### src/rtl/fmt_uart_tx_pkg.sv
package fmt_uart_tx_pkg;
  localparam int DATA_W  = 8;
  localparam int LEN_W   = 3;
  // start + data + parity + marker + two stops
  localparam int FRAME_W = 1 + DATA_W + 1 + 1 + 2;
  localparam int NBITS_W = $clog2(FRAME_W + 1);

  typedef enum logic [1:0] {
    PAR_OFF  = 2'b00,
    PAR_EVEN = 2'b01,
    PAR_ODD  = 2'b10,
    PAR_OFF2 = 2'b11
  } par_e;
endpackage

### src/rtl/utx_fifo.sv
module utx_fifo #(
  parameter int WIDTH = 9,
  parameter int DEPTH = 16
) (
  input  logic             clk,
  input  logic             rst_n,
  input  logic             push,
  input  logic [WIDTH-1:0] push_data,
  input  logic             pop,
  output logic [WIDTH-1:0] head,
  output logic             not_empty,
  output logic             not_full
);
  localparam int AW = $clog2(DEPTH);
  localparam int CW = AW + 1;

  logic [WIDTH-1:0] mem [DEPTH];
  logic [AW-1:0]    wptr, rptr;
  logic [CW-1:0]    count;

  assign not_empty = (count != '0);
  assign not_full  = (count != CW'(DEPTH));
  assign head      = mem[rptr];

  always_ff @(posedge clk) begin
    if (push && not_full) mem[wptr] <= push_data;
  end

  always_ff @(posedge clk or negedge rst_n) begin
    if (!rst_n) begin
      wptr  <= '0;
      rptr  <= '0;
      count <= '0;
    end else begin
      if (push && not_full) wptr <= (wptr == AW'(DEPTH - 1)) ? '0 : wptr + 1'b1;
      if (pop && not_empty) rptr <= (rptr == AW'(DEPTH - 1)) ? '0 : rptr + 1'b1;
      case ({push && not_full, pop && not_empty})
        2'b10:   count <= count + 1'b1;
        2'b01:   count <= count - 1'b1;
        default: count <= count;
      endcase
    end
  end
endmodule

### src/rtl/utx_framer.sv
module utx_framer
  import fmt_uart_tx_pkg::*;
(
  input  logic [DATA_W-1:0]  data,
  input  logic               addr_bit,
  input  logic [LEN_W-1:0]   len_code,
  input  logic [1:0]         par_mode,
  input  logic               two_stop,
  input  logic               addr_mode,
  output logic [FRAME_W-1:0] frame,
  output logic [NBITS_W-1:0] nbits
);
  logic [NBITS_W-1:0] pos;
  logic               ones;

  always_comb begin
    frame    = '1;
    frame[0] = 1'b0;
    pos      = NBITS_W'(1);
    ones     = 1'b0;
    for (int i = 0; i < DATA_W; i++) begin
      if (LEN_W'(i) <= len_code) begin
        frame[pos] = data[i];
        ones       = ones ^ data[i];
        pos        = pos + 1'b1;
      end
    end
    if (par_mode == PAR_EVEN) begin
      frame[pos] = ones;
      pos        = pos + 1'b1;
    end else if (par_mode == PAR_ODD) begin
      frame[pos] = ~ones;
      pos        = pos + 1'b1;
    end
    if (addr_mode) begin
      frame[pos] = addr_bit;
      pos        = pos + 1'b1;
    end
    pos = pos + 1'b1;                 // first stop bit, already 1
    if (two_stop) pos = pos + 1'b1;   // second stop bit
    nbits = pos;
  end
endmodule

### src/rtl/utx_serializer.sv
module utx_serializer
  import fmt_uart_tx_pkg::*;
#(
  parameter int DIV_W = 16
) (
  input  logic               clk,
  input  logic               rst_n,
  input  logic               can_start,
  input  logic [FRAME_W-1:0] frame,
  input  logic [NBITS_W-1:0] nbits,
  input  logic [DIV_W-1:0]   baud_div,
  output logic               load,
  output logic               busy,
  output logic               line
);
  localparam int CNT_W = DIV_W + 3;

  logic [FRAME_W-1:0] shreg;
  logic [NBITS_W-1:0] left;
  logic [CNT_W-1:0]   cnt, lim;
  logic               bit_end, frame_end;

  assign bit_end   = busy && (cnt == lim);
  assign frame_end = bit_end && (left == NBITS_W'(1));
  assign load      = can_start && (!busy || frame_end);
  assign line      = busy ? shreg[0] : 1'b1;

  always_ff @(posedge clk or negedge rst_n) begin
    if (!rst_n) begin
      busy  <= 1'b0;
      shreg <= '1;
      left  <= '0;
      cnt   <= '0;
      lim   <= '0;
    end else if (load) begin
      busy  <= 1'b1;
      shreg <= frame;
      left  <= nbits;
      cnt   <= '0;
      lim   <= {baud_div, 3'b111};
    end else if (frame_end) begin
      busy  <= 1'b0;
      shreg <= '1;
      left  <= '0;
      cnt   <= '0;
    end else if (bit_end) begin
      shreg <= {1'b1, shreg[FRAME_W-1:1]};
      left  <= left - 1'b1;
      cnt   <= '0;
    end else if (busy) begin
      cnt <= cnt + 1'b1;
    end
  end
endmodule

### src/rtl/fmt_uart_tx.sv
module fmt_uart_tx
  import fmt_uart_tx_pkg::*;
#(
  parameter int DIV_W = 16,
  parameter int DEPTH = 16
) (
  input  logic             clk,
  input  logic             rst_n,
  input  logic             tx_en,
  input  logic             irq_en,
  input  logic [DIV_W-1:0] baud_div,
  input  logic [2:0]       len_code,
  input  logic [1:0]       par_mode,
  input  logic             two_stop,
  input  logic             addr_mode,
  input  logic             wr_valid,
  output logic             wr_ready,
  input  logic [7:0]       wr_data,
  input  logic             wr_addr,
  output logic             serial_out,
  output logic             tx_empty,
  output logic             irq
);
  localparam int EW = DATA_W + 1;

  logic [EW-1:0]      head;
  logic               q_nonempty, q_notfull, load, busy;
  logic [FRAME_W-1:0] frame;
  logic [NBITS_W-1:0] nbits;

  utx_fifo #(.WIDTH(EW), .DEPTH(DEPTH)) u_fifo (
    .clk(clk), .rst_n(rst_n),
    .push(wr_valid), .push_data({wr_addr, wr_data}),
    .pop(load), .head(head),
    .not_empty(q_nonempty), .not_full(q_notfull)
  );

  utx_framer u_framer (
    .data(head[DATA_W-1:0]), .addr_bit(head[DATA_W]),
    .len_code(len_code), .par_mode(par_mode),
    .two_stop(two_stop), .addr_mode(addr_mode),
    .frame(frame), .nbits(nbits)
  );

  utx_serializer #(.DIV_W(DIV_W)) u_ser (
    .clk(clk), .rst_n(rst_n),
    .can_start(q_nonempty && tx_en),
    .frame(frame), .nbits(nbits), .baud_div(baud_div),
    .load(load), .busy(busy), .line(serial_out)
  );

  assign wr_ready = q_notfull;
  assign tx_empty = !q_nonempty && !busy;
  assign irq      = irq_en && q_notfull;
endmodule

### config.mk
export PLATFORM = sky130hd
export DESIGN_NAME = fmt_uart_tx
export DESIGN_NICKNAME = d
export VERILOG_FILES = /design/src/rtl/fmt_uart_tx_pkg.sv /design/src/rtl/utx_fifo.sv /design/src/rtl/utx_framer.sv /design/src/rtl/utx_serializer.sv /design/src/rtl/fmt_uart_tx.sv
export SDC_FILE = /design/constraint.sdc
export NUM_CORES = 1
export LEC_CHECK = 0
export ABC_CLOCK_PERIOD_IN_PS = 9600
export BUFFER_PORTS_ARGS = -buffer_cell sky130_fd_sc_hd__buf_2
export CELL_PAD_IN_SITES_DETAIL_PLACEMENT = 0
export CELL_PAD_IN_SITES_GLOBAL_PLACEMENT = 2
export CORE_MARGIN = 2
export CORE_UTILIZATION = 46
export CTS_CLUSTER_SIZE = 24
export DETAILED_ROUTE_END_ITERATION = 12
export PLACE_DENSITY_LB_ADDON = 0.1
export SLEW_MARGIN = 20
export SYNTH_ARGS = -nofsm -noshare
export SYNTH_HDL_FRONTEND = slang
export SYNTH_SLANG_ARGS = --single-unit
### constraint.sdc
create_clock -name clk -period 9.6 [get_ports clk]
set_input_delay 0.96 -clock clk [delete_from_list [all_inputs] [get_ports clk]]
set_output_delay 0.96 -clock clk [all_outputs]
set_load 0.1 [all_outputs]
---- Word-level counts from Yosys, hierarchy flattened ----
Memories as Yosys holds them, arrays and structs flattened.
Index checks and enable logic that the tools add are counted.
operators by class
  bitwise logic cells ..................... 8
  mux-type cells .......................... 77
  $add $sub $neg .......................... 17
  reductions and logical operators ........ 25
  eq/ne operators ......................... 9
  magnitude comparators ................... 26
operator list
  cell                   number
  $mux 13                13
  $bwmux 13              10
  $mux 19                4
  $mux 4                 16
  $add 4x1->4 const B    12
  $lt 4x5->1 const B     8
  $demux 1 s4            9
  $ge 4x1->1 const B     8
  $mux 1                 23
  $add 19x1->19 const B  1
  $eq 19x19->1           1
  $logic_and 1x1->1      17
  $le 3x3->1 const A     4
  $pmux 5 s2             1
  $eq 4x4->1 const B     2
  $xor 1x1->1            7
  $le 1x3->1 const A     2
  $le 2x3->1 const A     2
  $add 5x1->5 const B    1
  $lt 2x5->1 const B     1
  $ne 5x5->1 const B     1
  $reduce_bool 5->1      1
  $sub 5x1->5 const B    1
  $eq 2x1->1 const B     2
  12 further kinds       15
word-level totals
  memories kept ........................... 1
  output and inout port bits .............. 4
  input port bits ......................... 37
  word-level logic and storage cells ...... 171
  RAM bits ................................ 144
  register bits after elaboration ......... 69
memory list
  name        words  width  read ports  clocked after Yosys merged registers in  write ports  RTL line        RTL
  u_fifo.mem  16     9      1           0                                        1            utx_fifo.sv:17  logic [WIDTH-1:0] mem [DEPTH];

---- Depth between registers and ports, before layout ----
  depth after elaboration ................. 26
  depth in mapped cells ................... 32
  depth with buffers taken out ............ 29

---- Modules after synthesis ----
A second synthesis with hierarchy kept.
unflattened totals
  cell total of the unflattened synthesis .. 962
  area, all modules ....................... 11654.9 µm²
modules (own cells, without submodules)
  module          area each (µm²)  times used  seq. area each (µm²)  cells an instance
  utx_fifo        6393.6           1           4649.5                338
  utx_serializer  2981.6           1           1367.6                281
  utx_framer      2263.4           1           0.0                   340
  fmt_uart_tx     16.3             1           0.0                   3

---- Worst setup path after synthesis ----
Ideal clock, no wire load.
  kind .................................... in2reg
  from .................................... in len_code[0]
  to ...................................... reg u_ser.left[3]
  stages .................................. 32
  path buffers ............................ 5
  setup time .............................. 0.142 ns
  data required time ...................... 9.458 ns
  setup slack ............................. 2.218 ns
  arrival time ............................ 7.239 ns
  cell sequence ........................... buf_2 -> buf_2 -> inv_1 -> ha_1 -> clkbuf_1 -> a21oi_1 -> nor2b_1 -> clkbuf_1 -> fa_1 -> clkbuf_1 -> xnor2_1 -> ha_1 -> o21a_1 -> ha_1 -> o21bai_1 -> a21boi_0 -> a21oi_1 -> inv_1 -> ha_1 -> and2_1 -> nor2_1 -> ha_1 -> a21oi_1 -> o2bb2ai_1 -> ha_1 -> mux2_2 -> ha_1 -> xor2_1 -> nand4b_1 -> xor2_1 -> xnor2_1 -> o221ai_1
on the way
  word-level cells in the longest chain between the ends .. 25
  elaborated cells between the ends (all ways) .. 32
  classes of those cells .................. add/sub: 11; order compare: 8; mux: 13
ends and longest elaborated chain
  what                  RTL line              RTL
  from (decl)           fmt_uart_tx.sv:12     input logic [2:0] len_code,
  $le 1x3->1            utx_framer.sv:22      if (LEN_W'(i) <= len_code) begin
  $mux 2                utx_framer.sv:22
  $add 2x1->3           utx_framer.sv:25      pos = pos + 1'b1;
  $mux 4                utx_framer.sv:22
  $add 4x1->4           utx_framer.sv:25
  $mux 4                utx_framer.sv:22
  $add 4x1->4           utx_framer.sv:25
  $mux 4                utx_framer.sv:22
  [9 not listed]        n/a
  $mux 4                utx_framer.sv:31      end else if (par_mode == PAR_ODD) begin
  $mux 4 *              utx_framer.sv:28      if (par_mode == PAR_EVEN) begin
  $add 4x1->4           utx_framer.sv:37      pos = pos + 1'b1;
  $mux 4 *              utx_framer.sv:35      if (addr_mode) begin
  $add 4x1->4 *         utx_framer.sv:39      pos = pos + 1'b1;
  $add 4x1->4           utx_framer.sv:40      if (two_stop) pos = pos + 1'b1;
  $mux 4 *              utx_framer.sv:40
  $mux 4 *              utx_serializer.sv:35  end else if (load) begin
  to (signal assigned)  utx_serializer.sv:38  left <= nbits;
  to (signal assigned)  utx_serializer.sv:48  left <= left - 1'b1;
  to (decl)             utx_serializer.sv:19  logic [NBITS_W-1:0] left;
Every way passes the cells marked *; elsewhere a longest branch is shown, timed or not.
A chain may end at the register's enable or synchronous reset.

---- Worst setup path in the final report ----
Same ends and word-level chain as after synthesis.

==> impl_metrics.ini <==
[sta]
worstMarginPinSlew_ns = 1.09
setup_viol = 0
period_minus_slack_ns = 7.59
post-route-period-util_pct = 79.1
setup_slack_ns = 2.01
slew_violations = 0
tns_ns = 0
finClkSkew_ns = 0.0191
hold_viol_final = 0
max_freq_ghz = 0.132
rsz0062_at_grt = false
relSlewSlack_pct = 27.3

[clock_network]
post_cts_buffers = 0
numClockSinks = 211
cts_root_buffer = clkbuf_16
postCtsResizedCells = 0
cts_tree = done
cts_made_buffers = 23
h-tree-depth = 1
cts.clk_slew.worst_paths_ns = 0.06
hold_buffers = 0
worstSkewPairLatency_ns = 0.51
cts_buffer_depth = 3

[finish]
final_cell_mix = 144 x edfxtp_1, 143 x nand2_1, 76 x nor2_1, 54 x mux2i_1, 53 x dfrtp_1
nFillCells = 2362
fin_nets = 1201
seqCellArea_mm2 = 0.00602
multi_input_area_mm2 = 0.00568
fin_cells = 1466
drive_gt1_share_pct = 13.4
diodes = 0
syn_to_final_growth_pct = 9.64
final_common_cell = edfxtp_1

[die]
std_cell_rows = 59
coreArea_mm2 = 0.0259
initial_core_util_pct = 46.6
fp.dieW_um = 166
dieArea_mm2 = 0.0275
fp.dieH_um = 166
ios = 41

[min_path]
hold_depth = 2
hold_path_class = flip-flop to flip-flop

[drt]
ant_nets = 0
via_per_inst = 5.77
wl_per_cell_um = 20.6
drt_first_pass_iters = 5
vias = 8455
routed_wl_um = 30200
initialDrtViolationCount = 671
drc_errors = 0

[logic_synthesis]
seq_area_frac_synth_pct = 49.9
synth_edf_count = 144
synth_top_area_share_pct = 35.8
syn-mean-instance-area_um2 = 11.0
yosysWarnings = 0
synth_cell_types = 80
synthCells = 1092
synth_top_cell_by_area = edfxtp_1
synthFlopType = edfxtp_1
ys_seq_elements = 211
syn_area_mm2 = 0.0121
ys_top_cells_by_area = edfxtp_1 36%, dfrtp_1 11%, ha_1 4.8%
syn-num-nets = 1177
async_reset_ff_share_pct = 31.8

[grt]
grt_use_total_pct = 22.0
grt-busiest-layer = met2
first_global_vias = 8437
grtUsageMet2_pct = 34.6
antenna_found_initial = 0
grt_max_degree = 68
grt_overflow_total = 0
grt_pass1_wl_um = 48300
met1_usage_pct = 32.9
use_met3_pct = 2.74

[power]
vdd_drop_max_mv = 0.194
fin_total_pwr_mw = 2.36
leakagePower_nw = 4.88
power.density_mw_per_mm2 = 179

[critical_path]
cp.required_ns = 9.96
cp_max_fo = 20
critPathKind = primary input to flip-flop
worst_setup_path_end_kind = flip-flop
arrival_ns = 7.95
cp-start-kind = primary input
reg2reg_depth = 11

[placement]
numPortBuffers = 40
dpl.cell_count = 1426
place_ws_ns = 1.52
place_hpwl_um = 20800
gp_congestion = 0.808

[flow_run]
max_cap_violations = 0

[outcome]
status = finished, final reports clean
[worst max-delay path, cell delays in order]
cell	delay, ns
buf_2	0.31
inv_1	0.17
ha_1	0.34
a21oi_1	0.20
nor2b_1	0.45
fa_1	0.72
xnor2_1	0.35
ha_1	0.35
o21a_1	0.25
ha_1	0.30
o21bai_1	0.16
a21boi_0	0.23
a21oi_1	0.07
inv_1	0.09
ha_1	0.22
and2_1	0.14
nor2_1	0.31
ha_1	0.31
a21oi_1	0.13
o2bb2ai_1	0.28
ha_1	0.33
mux2_2	0.28
ha_1	0.21
xor2_1	0.19
nand4b_1	0.13
xor2_1	0.20
xnor2_1	0.14
o221ai_1	0.12
[worst paths after layout]
path | from | end | slack [ns]
worst min register to register | u_ser.lim[17] | u_ser.lim[17] | 0.50
worst max-delay path | len_code[0] | u_ser.left[3] | 2.01
max in group asynchronous | rst_n | u_fifo.rptr[2] | 8.39
worst min-delay path | u_ser.lim[17] | u_ser.lim[17] | 0.50
worst max register to register | u_fifo.rptr[2] | u_ser.shreg[2] | 5.51
min in group asynchronous | rst_n | u_ser.left[1] | 0.58
[report_power, final]
group          switching, mW  internal [mW]
clock                  0.341          0.440
sequential            0.0377           1.05
combinational          0.325          0.168
total                  0.704           1.66
[through the flow]
step,cell area [um^2],util [%],hold slack [ns]
3_3_place_gp,12600,48.5,0.483
4_1_cts,13200,51.0,0.503
5_1_grt,13200,51.0,0.519
2_1_floorplan,12100,-,0.448
3_5_place_dp,12600,48.5,0.487
6_report,13200,51.0,0.497
[area by class of cell]
| class | instances | area share, % |
|---|---|---|
| clock buffers | 27 | 4.47 |
| clock inverters | 13 | 0.530 |
| inverters | 36 | 1.02 |
| multi-input cells | 790 | 43.0 |
| flip-flops and latches | 211 | 45.5 |
| well taps | 335 | 3.17 |
| repair buffers | 54 | 2.33 |
[Yosys cell counts (all sizes together), types with 5 or more instances]
master and n:
a211oi 9, a21o 6, a21oi 37, a22oi 17, a31oi 10, a32oi 5
and2 12, and3 8, buf 21, clkbuf 34, dfrtp 54, dfstp 13
edfxtp 144, ha 46, inv 36, mux2 9, mux2i 56, mux4 23
nand2 143, nand2b 14, nand3 42, nand4 15, nor2 79, nor2b 12
nor3 24, nor4 6, o21ai 42, o22a 6, o22ai 18, o311ai 5
o31ai 6, or3 6, xnor2 43, xor2 32
[kinds of logic (layout without fill, tap and decap cells)]
kind of cell | count (synthesis) | count (layout) | share of synthesized area [%]
mux | 88 | 88 | 9.84
buf+inv | 91 | 130 | 3.04
compound gates | 204 | 204 | 11.7
xor+xnor | 77 | 77 | 6.08
simple gates | 373 | 373 | 14.4
flops | 211 | 211 | 49.9
fa+ha+maj | 48 | 48 | 5.10
[per-layer routing]
metal | routed length (um) | share of wire [%]
met5 | 0 | 0
met4 | 533 | 1.8
met3 | 1210 | 4.0
met2 | 13700 | 46
met1 | 14700 | 49
[sequential cells by signal, indices dropped and copies added, names as in the netlist]
name,flops
u_fifo.wptr,4
u_fifo.mem,144
u_fifo.rptr,4
u_ser.shreg,13
u_ser.lim,17
u_ser.cnt,19
u_ser.left,4
u_fifo.count,5
u_ser.busy,1
(Power assumes the default switching activity.)
